===== config.mk =====
export PLATFORM = sky130hd
export DESIGN_NAME = dclk_gate_top
export DESIGN_NICKNAME = d
export VERILOG_FILES = /design/src/rtl/dclk_pkg.sv /design/src/rtl/dclk_phase.sv /design/src/rtl/dclk_sync.sv /design/src/rtl/dclk_lane.sv /design/src/rtl/dclk_gate_top.sv
export SDC_FILE = /design/constraint.sdc
export NUM_CORES = 1
export LEC_CHECK = 0
export ABC_AREA = 1
export BUFFER_PORTS_ARGS = -buffer_cell sky130_fd_sc_hd__buf_4
export CORE_MARGIN = 2
export CORE_UTILIZATION = 35
export DETAILED_ROUTE_END_ITERATION = 7
export PLACE_DENSITY_LB_ADDON = 0.3
export SLEW_MARGIN = 20
export SYNTH_ARGS = -nofsm -noshare
export SYNTH_HDL_FRONTEND = slang
export SYNTH_SLANG_ARGS = --single-unit

===== constraint.sdc =====
create_clock -name clk_i -period 2.3 [get_ports clk_i]
set_input_delay 0.115 -clock clk_i [delete_from_list [all_inputs] [get_ports clk_i]]
set_output_delay 0.115 -clock clk_i [all_outputs]
set_load 0.1 [all_outputs]

===== src/rtl/dclk_pkg.sv =====
// Shared definitions for the differential clock gating controller.
// Assumes: nothing beyond IEEE 1800-2017.
package dclk_pkg;
    localparam int SYNC_STAGES = 2;

    typedef enum logic [1:0] {
        LANE_PARK = 2'd0,
        LANE_RUN  = 2'd1,
        LANE_HIZ  = 2'd2
    } lane_mode_e;
endpackage


===== src/rtl/dclk_phase.sv =====
// Rebuilds the reference clock waveform at full or divided rate and flags the
// cycle that ends a low phase (the only point where lanes may change state).
// Assumes: div_i is synchronous to clk_i; DIV_RATIO >= 2.
module dclk_phase #(
    parameter int DIV_RATIO = 2
) (
    input  logic clk_i,
    input  logic rst_ni,
    input  logic div_i,
    output logic ph_o,
    output logic bound_o
);
    localparam int CNT_W = (DIV_RATIO > 2) ? $clog2(DIV_RATIO) : 1;
    localparam logic [CNT_W-1:0] CNT_LAST = CNT_W'(DIV_RATIO - 1);

    logic [CNT_W-1:0] cnt_q;
    logic             ph_q;
    logic             tog;

    // decide whether the waveform toggles at the next edge
    always_comb tog = !div_i || (cnt_q == CNT_LAST);

    // count sampling cycles within one half period and toggle the phase
    always_ff @(posedge clk_i) begin
        if (!rst_ni) begin
            cnt_q <= '0;
            ph_q  <= 1'b0;
        end else begin
            cnt_q <= (div_i && !tog) ? cnt_q + 1'b1 : '0;
            if (tog) ph_q <= !ph_q;
        end
    end

    assign ph_o    = ph_q;
    assign bound_o = !ph_q && tog;

    AST_DIV_NO_BACK_TO_BACK: assert property (@(posedge clk_i) disable iff (!rst_ni)
        ($past(rst_ni) && div_i && $past(div_i) && !$stable(ph_q)) |=> $stable(ph_q));
endmodule


===== src/rtl/dclk_sync.sv =====
// Multi-bit level synchronizer with a reset value of all zeros (inactive).
// Assumes: each bit is an independent level; STAGES >= 2.
module dclk_sync #(
    parameter int W      = 2,
    parameter int STAGES = 2
) (
    input  logic         clk_i,
    input  logic         rst_ni,
    input  logic [W-1:0] d_i,
    output logic [W-1:0] q_o
);
    logic [W-1:0] stg_q [STAGES];

    for (genvar s = 0; s < STAGES; s++) begin : g_stage
        if (s == 0) begin : g_first
            // capture the asynchronous levels
            always_ff @(posedge clk_i) begin
                if (!rst_ni) stg_q[s] <= '0;
                else         stg_q[s] <= d_i;
            end
        end else begin : g_next
            // shift through the remaining stages
            always_ff @(posedge clk_i) begin
                if (!rst_ni) stg_q[s] <= '0;
                else         stg_q[s] <= stg_q[s-1];
            end
        end
    end

    assign q_o = stg_q[STAGES-1];
endmodule


===== src/rtl/dclk_lane.sv =====
// One output pair: chooses run, park or high-impedance from the synchronized
// requests and commits the choice only at the end of a low phase.
// Assumes: pd_i and stop_i already synchronized; bound_i from dclk_phase.
module dclk_lane
    import dclk_pkg::*;
(
    input  logic clk_i,
    input  logic rst_ni,
    input  logic ph_i,
    input  logic bound_i,
    input  logic pd_i,
    input  logic stop_i,
    input  logic en_i,
    input  logic mask_i,
    input  logic stop_hiz_i,
    input  logic pd_hiz_i,
    output logic p_o,
    output logic n_o,
    output logic oe_o
);
    lane_mode_e mode_q, mode_nxt;

    // priority: power-down, then disable, then masked stop, else run
    always_comb begin
        if (pd_i || !en_i)          mode_nxt = pd_hiz_i ? LANE_HIZ : LANE_PARK;
        else if (stop_i && mask_i)  mode_nxt = stop_hiz_i ? LANE_HIZ : LANE_PARK;
        else                        mode_nxt = LANE_RUN;
    end

    // commit the mode only at the end of a full low phase
    always_ff @(posedge clk_i) begin
        if (!rst_ni)      mode_q <= LANE_PARK;
        else if (bound_i) mode_q <= mode_nxt;
    end

    // drive the pair from the committed mode
    always_comb begin
        unique case (mode_q)
            LANE_RUN: begin p_o = ph_i; n_o = !ph_i; oe_o = 1'b1; end
            LANE_HIZ: begin p_o = 1'b0; n_o = 1'b0;  oe_o = 1'b0; end
            default:  begin p_o = 1'b1; n_o = 1'b0;  oe_o = 1'b1; end
        endcase
    end

    AST_CHANGE_AFTER_LOW: assert property (@(posedge clk_i) disable iff (!rst_ni)
        ($past(rst_ni) && mode_q != $past(mode_q)) |-> !$past(ph_i));
    AST_PD_OVERRIDES: assert property (@(posedge clk_i) disable iff (!rst_ni)
        ($past(rst_ni) && $past(pd_i) && $past(bound_i)) |-> mode_q != LANE_RUN);
    AST_UNMASKED_RUNS: assert property (@(posedge clk_i) disable iff (!rst_ni)
        ($past(rst_ni) && $past(!pd_i && en_i && !mask_i && bound_i)) |-> mode_q == LANE_RUN);
endmodule


===== src/rtl/dclk_gate_top.sv =====
// Top of the differential clock gating controller: applies strap inversion,
// synchronizes stop and power-down, generates the waveform, drives all lanes
// and keeps the sticky lock flag.
// Assumes: clk_i runs at twice the reference rate; register inputs, lock_i and
// div_pin_ni are synchronous to clk_i.
module dclk_gate_top
    import dclk_pkg::*;
#(
    parameter int NUM_OUT   = 8,
    parameter int DIV_RATIO = 2
) (
    input  logic               clk_i,
    input  logic               rst_ni,
    input  logic               div_pin_ni,
    input  logic [NUM_OUT-1:0] oe_pin_i,
    input  logic               stop_pin_ni,
    input  logic               pdn_pin_ni,
    input  logic               inv_strap_i,
    input  logic               cfg_full_rate_i,
    input  logic               cfg_stop_hiz_i,
    input  logic               cfg_pd_hiz_i,
    input  logic [NUM_OUT-1:0] oe_reg_i,
    input  logic [NUM_OUT-1:0] stop_mask_i,
    input  logic               lock_i,
    output logic [NUM_OUT-1:0] clk_p_o,
    output logic [NUM_OUT-1:0] clk_n_o,
    output logic [NUM_OUT-1:0] drv_en_o,
    output logic               lock_o
);
    logic [1:0]         req_raw, req_s;
    logic               stop_s, pd_s;
    logic [NUM_OUT-1:0] en_ok;
    logic               div, ph, bound;
    logic               lock_q;

    // active-high requests after strap inversion: bit0 stop, bit1 power-down
    always_comb begin
        req_raw[0] = !(stop_pin_ni ^ inv_strap_i);
        req_raw[1] = !(pdn_pin_ni ^ inv_strap_i);
    end

    dclk_sync #(.W(2), .STAGES(SYNC_STAGES)) u_sync (
        .clk_i  (clk_i),
        .rst_ni (rst_ni),
        .d_i    (req_raw),
        .q_o    (req_s)
    );
    assign stop_s = req_s[0];
    assign pd_s   = req_s[1];

    // per-lane enable needs both the pin (after inversion) and the register
    always_comb en_ok = (oe_pin_i ^ {NUM_OUT{inv_strap_i}}) & oe_reg_i;

    // half rate when either the pin or the register asks for it
    always_comb div = !div_pin_ni || !cfg_full_rate_i;

    dclk_phase #(.DIV_RATIO(DIV_RATIO)) u_phase (
        .clk_i   (clk_i),
        .rst_ni  (rst_ni),
        .div_i   (div),
        .ph_o    (ph),
        .bound_o (bound)
    );

    for (genvar i = 0; i < NUM_OUT; i++) begin : g_lane
        dclk_lane u_lane (
            .clk_i      (clk_i),
            .rst_ni     (rst_ni),
            .ph_i       (ph),
            .bound_i    (bound),
            .pd_i       (pd_s),
            .stop_i     (stop_s),
            .en_i       (en_ok[i]),
            .mask_i     (stop_mask_i[i]),
            .stop_hiz_i (cfg_stop_hiz_i),
            .pd_hiz_i   (cfg_pd_hiz_i),
            .p_o        (clk_p_o[i]),
            .n_o        (clk_n_o[i]),
            .oe_o       (drv_en_o[i])
        );
    end

    // sticky lock flag, cleared by reset or power-down
    always_ff @(posedge clk_i) begin
        if (!rst_ni || pd_s) lock_q <= 1'b0;
        else                 lock_q <= lock_q || lock_i;
    end
    assign lock_o = lock_q;

    AST_LOCK_STICKY: assert property (@(posedge clk_i) disable iff (!rst_ni)
        (lock_q && !pd_s) |=> lock_q);
    AST_LOCK_CLEARS: assert property (@(posedge clk_i) disable iff (!rst_ni)
        pd_s |=> !lock_q);
endmodule


==> flow_summary.toml, run 1 <==
[cells_and_area]
post-route-cell-area_um2 = 1976
ff_latch_area_um2 = 460.4
n_fill_cell = 513
fin_nets = 344
areaGrowthSynthToFinish_pct = 18.45
instances_no_fill = 363
drive_gt1_share_pct = 22.65
antennaDiodeCount = 0
multi_input_area_um2 = 749.5

[clocking]
postCtsSetupBuffers = 0
cts-root-buf = "clkbuf_8"
ctsResizeCount = 0
insertion_delay_ns = 0.26
htreeDepth = 1
clk_path_buf_depth = 2
cts_hold_buffers = 0
cts_buffers = 3
clock-sinks = 23
cts_tree = "yes"
cts.reportedPaths.clkPinSlew_ns = 0.08

[sta]
rsz0062_at_grt = "false"
period_needed_ns = 1.526
slew_viol_final = 0
clock_skew_ns = 0.001892
setup_viol = 0
period_share_pct = 66.37
hold_viol = 0
fin_tns_setup_ns = 0
worst_slew_pin_slew_ns = 0.5402
fmax_ghz = 0.6551
maxSlewHeadroom_pct = 63.94

[synthesis]
synth.top_cells.by_count = "nand2_1 (74), inv_1 (56), buf_4 (27)"
ys_warn_count = 0
synth_flop_cell = "dfxtp_1"
synth_edf_count = 0
yosysSeqAreaShare_pct = 27.61
synth_area_leaders = "dfxtp_1 (28%), nand2_1 (17%), inv_1 (13%), buf_4 (12%), nand3_1 (6.6%)"
syn_avg_cell_area_um2 = 5.978
synth_area_um2 = 1668
synth-async-reset-ratio_pct = 0
synth_cell_types = 20
synth_top_cell_by_area = "dfxtp_1"
synth_top_area_share_pct = 27.61
syn_inst = 279
synth-seq-cells = 23
synthMostInstantiatedCell = "nand2_1"
synth_nets = 313

[worst_setup_path]
crit_start = "u_phase.ph_o"
cp-start-kind = "flop"
r2r_slack_ns = 1.04
reg2reg_depth = 4
cp.arrival_ns = 1.41
path_max_fanout = 11
endpoint = "clk_p_o[7]"
rr_startpoint = "u_phase.ph_o"
cp.required_ns = 2.18
reg2reg_to = "g_lane[1].u_lane.mode_q[1]"
path_class = "flop to output port"
end_kind = "output port"

[drt]
vias_per_cell = 4.284
drcViolationCount = 0
initialDrtViolationCount = 62
drt-total-wl_um = 3622
drt.antenna.violating_nets = 0
wl_per_cell_um = 9.978
dr_total_vias = 1555
drt-pass1-iter-count = 4

[die]
start_util_pct = 35.79
io_pins = 59
die_y_um = 73.03
std_cell_rows = 25
core_region_area_um2 = 4661
fp.dieW_um = 73.03
die_area_um2 = 5333

[power]
clkPwrFrac_pct = 17.3
p_seq_share_pct = 32.0
pwr-share-comb_pct = 50.6
power_density_nw_per_um2 = 734.5
p_int_w = 0.0007342
p_leak_nw = 1.087
peakVddDrop_uv = 214.5
p_sw_w = 0.0007168
switching_share_pct = 49.40

[placement]
place_inst = 359
gp_congestion = 0.8688
placed_area_um2 = 1931
dpl.hpwl_um = 2943
io_buffers = 58

[status]
status = "finished, final reports clean"

[global_route]
overflow = 0
grt_pass1_wl_um = 5858
grtUsageTotal_pct = 13.81
grt_start_max_net_pins = 20
antenna_found_initial = 0
grt_pass1_vias = 1352

[worst_hold_path]
hp-class = "input pin to flop"

[flow_run]
maxCapViolations = 0
[cell families (layout without fill, tap and decap cells)]
logic type / after synthesis / count (layout) / share of synthesized area [%]
AO/OA/AOI/OAI: 24 / 24 / 7.877
flip-flops: 23 / 23 / 27.61
buffers and inverters: 90 / 120 / 27.46
AND/OR/NAND/NOR: 140 / 140 / 36.01
XOR/XNOR: 2 / 2 / 1.050
[layout make-up]
cell class,instances,share of cell area (%)
Clock buffer,4,2.280
Inverter,58,11.02
Multi-Input combinational cell,166,37.94
Sequential cell,23,23.31
Tap cell,54,3.420
Timing Repair Buffer,58,22.04
[layer usage]
metal / track usage, % / share of wire, % / routed length (um) / up-vias
li1: - / - / - / 873
met2: 22.42 / 44 / 1605 / 50
met5: 0 / 0 / 0 / -
met4: 4.733 / 1.7 / 60 / 0
met3: 1.796 / 6.6 / 240 / 6
met1: 18.76 / 47 / 1716 / 626
[how the worst min path moves through the flow]
stage,from,endpoint,slack [ns],depth (start not counted)
2_1_floorplan,stop_pin_ni,u_sync.stg_q[0][0],0.26,2
3_3_place_gp,stop_pin_ni,u_sync.stg_q[0][0],0.36,3
3_5_place_dp,stop_pin_ni,u_sync.stg_q[0][0],0.36,3
4_1_cts,stop_pin_ni,u_sync.stg_q[0][0],0.08,3
5_1_grt,stop_pin_ni,u_sync.stg_q[0][0],0.09,3
6_report,stop_pin_ni,u_sync.stg_q[0][0],0.08,3
[power by group through the flow]
stage / registers (W) / clock network [W] / logic, W
3_5_place_dp: 0.000475 / 0 / 0.000738
5_1_grt: 0.000470 / 0.000278 / 0.000781
3_3_place_gp: 0.000474 / 0 / 0.000733
6_report: 0.000465 / 0.000251 / 0.000735
2_1_floorplan: 0.000472 / 0 / 0.000655
4_1_cts: 0.000465 / 0.000262 / 0.000739
[worst max-delay path, stage by stage, from the launching register on]
cell and delay (ns):
dfxtp_1 0.62, nor3b_1 0.13, nor2_1 0.11, buf_4 0.29
[state kept, by name, summed over array words and instances (netlist names)]
| name | count |
|---|---|
| g_lane.u_lane.mode_q | 16 |
| lock_o | 1 |
| u_sync.stg_q | 4 |
| u_phase.cnt_q | 1 |
| u_phase.ph_o | 1 |
[through the flow]
step	power [W]	hold slack, ns	setup WS (ns)	utilization [%]
global route	0.001528	0.08540	0.6789	42.39
CTS	0.001467	0.08023	0.7394	42.39
finish	0.001451	0.08391	0.7735	42.39
floorplan	0.001127	0.2558	1.097	-
detailed placement	0.001213	0.3562	1.035	41.42
global placement	0.001207	0.3557	1.051	41.42
[placed cells by master, fill, tap and decap left out]
master / n
buf_4: 58
nor3_1: 9
inv_1: 56
a21oi_2: 1
nor2_4: 1
nor3b_1: 3
o211ai_1: 3
nor2_2: 4
a21oi_1: 12
dfxtp_1: 23
clkbuf_1: 1
xor2_1: 2
clkbuf_8: 3
inv_2: 2
o21ai_1: 5
o21ai_0: 3
nand2_1: 74
nor2_1: 26
nand2_4: 1
nand3_1: 22
Power figures use the tool's default switching activity.
==> run 2: changes to the inputs <==
clock period = 1.4 ns   (was 2.3 ns; I/O delays follow)
==> run 2 against run 1 <==
  * First-iteration DRC count rose by 26%
  * Power rose by 65%
  * Worst hold slack got worse by 0.044 ns
  * Sequential share of layout area fell by 0.19 points
  * Sequential power rose by 65%
  * Worst setup slack got worse by 0.73 ns
  * Cell count rose by 0.55%
  * Register-to-register slack got worse by 0.79 ns
  * Largest power group unchanged
==> flow_summary.toml, run 2 (same netlist as run 1, synthesis figures left out) <==
[status]
status = "finished, final reports clean"

[sta]
finalWorstSetupSlack_ns = 0.04355
whs_ns = 0.03993
rsz0062_at_grt = "true"
period_share_pct = 96.89
fmax_ghz = 0.7372
worst_slew_pin_slew_ns = 0.4064
period_needed_ns = 1.356
hold_viol = 0
clock_skew_ns = 0.002243
slew_viol_final = 0
maxSlewHeadroom_pct = 72.84
setup_viol = 0

[die]
start_util_pct = 35.79
fp.dieW_um = 73.03
core_region_area_um2 = 4661
std_cell_rows = 25
die_y_um = 73.03
io_pins = 59
die_area_um2 = 5333

[drt]
drt-pass1-iter-count = 4
vias_per_cell = 4.337
drt-total-wl_um = 3647
wl_per_cell_um = 9.992
initialDrtViolationCount = 78
dr_total_vias = 1583
drt.antenna.violating_nets = 0
drcViolationCount = 0

[global_route]
grtUsageTotal_pct = 14.34
grt_pass1_vias = 1401
grt_pass1_wl_um = 6065
overflow = 0
antenna_found_initial = 0
grt_start_max_net_pins = 20

[clocking]
clock-sinks = 23
cts_buffers = 3
htreeDepth = 1
ctsResizeCount = 2
cts-root-buf = "clkbuf_8"
cts_hold_buffers = 0
insertion_delay_ns = 0.26
clk_path_buf_depth = 2
cts_tree = "yes"
postCtsSetupBuffers = 0
cts.reportedPaths.clkPinSlew_ns = 0.08

[cells_and_area]
instances_no_fill = 365
final_common_cell = "nand2_1"
largest_reg_flops = 16
fin_nets = 346
largest_register = "g_lane.u_lane.mode_q"
antennaDiodeCount = 0
areaGrowthSynthToFinish_pct = 20.41
fin_util_pct = 43.09
final_cell_mix = "nand2_1 (74), buf_4 (59), inv_1 (56)"
reg_top3 = "g_lane.u_lane.mode_q (16), u_sync.stg_q (4)"
drive_gt1_share_pct = 24.12

[worst_setup_path]
crit_slowest_cell = "dfxtp_4"
end_kind = "output port"
crit_chain = "nor3_1 -> buf_4"
slowest_delay_ns = 0.40
path_class = "flop to output port"
path_buf_inv = 1
cp-start-kind = "flop"
path_max_fanout = 11
cpLargestDelayFamily = "flip-flops"
cp.arrival_ns = 1.29
cp.required_ns = 1.33

[worst_hold_path]
hp-class = "input pin to flop"

[placement]
dpl.hpwl_um = 2969
place_inst = 361
gp_congestion = 0.8938
io_buffers = 58
dp_slack_ns = 0.1674

[power]
finalPower_w = 0.002390
power_density_nw_per_um2 = 1190
p_leak_nw = 1.105
peakVddDrop_uv = 379.8

[flow_run]
maxCapViolations = 0
-- run 2: cell count changes in the layout (fill, tap and decap cells not counted), sizes merged --
| cell | previous run | this run |
|---|---|---|
| buf | 58 | 60 |
-- run 2: worst register-to-register path, delay by kind of cell, from the launching register on --
| kind | cells | cell delay [ns] |
|---|---|---|
| buffers and inverters | 1 | 0.04 |
| flip-flops | 1 | 0.40 |
| AND/OR/NAND/NOR | 3 | 0.62 |
-- run 2: per-stage QoR --
step	area, um2	TNS (ns)
after CTS	1997	0
after floorplan	1668	0
after global placement	1946	0
after global routing	2008	-0.08055
final	2008	0
after detailed placement	1946	0
-- run 2: final timing paths --
kind,from,end,slack [ns],cells after the start
setup reg to reg,u_phase.ph_o,g_lane[6].u_lane.mode_q[1],0.25,4
setup / recovery,u_phase.ph_o,clk_n_o[4],0.04,2
hold reg to reg,u_sync.stg_q[0][0],u_sync.stg_q[1][0],0.42,2
hold / removal,stop_pin_ni,u_sync.stg_q[0][0],0.04,3
-- run 2: where the power goes --
group / switching, W / internal (W)
logic: 0.000926 / 0.000293
registers: 0.0000477 / 0.000718
clock network: 0.000201 / 0.000203
total: 0.00118 / 0.00121
-- run 2: area by class of cell --
class,instances,area [um2]
clock buffer,4,45.04
fill,508,2653
inverter,58,217.7
multi-input combinational,166,759.5
sequential,23,464.2
tap,54,67.56
timing repair buffer,60,454.2
-- run 2: per-layer routing --
layer,wire [um],global-route usage (%),vias to the layer above
met5,0,0,-
li1,-,-,875
met2,1648,23.72,50
met1,1743,19.21,656
met3,232,1.657,2
met4,23,4.938,0
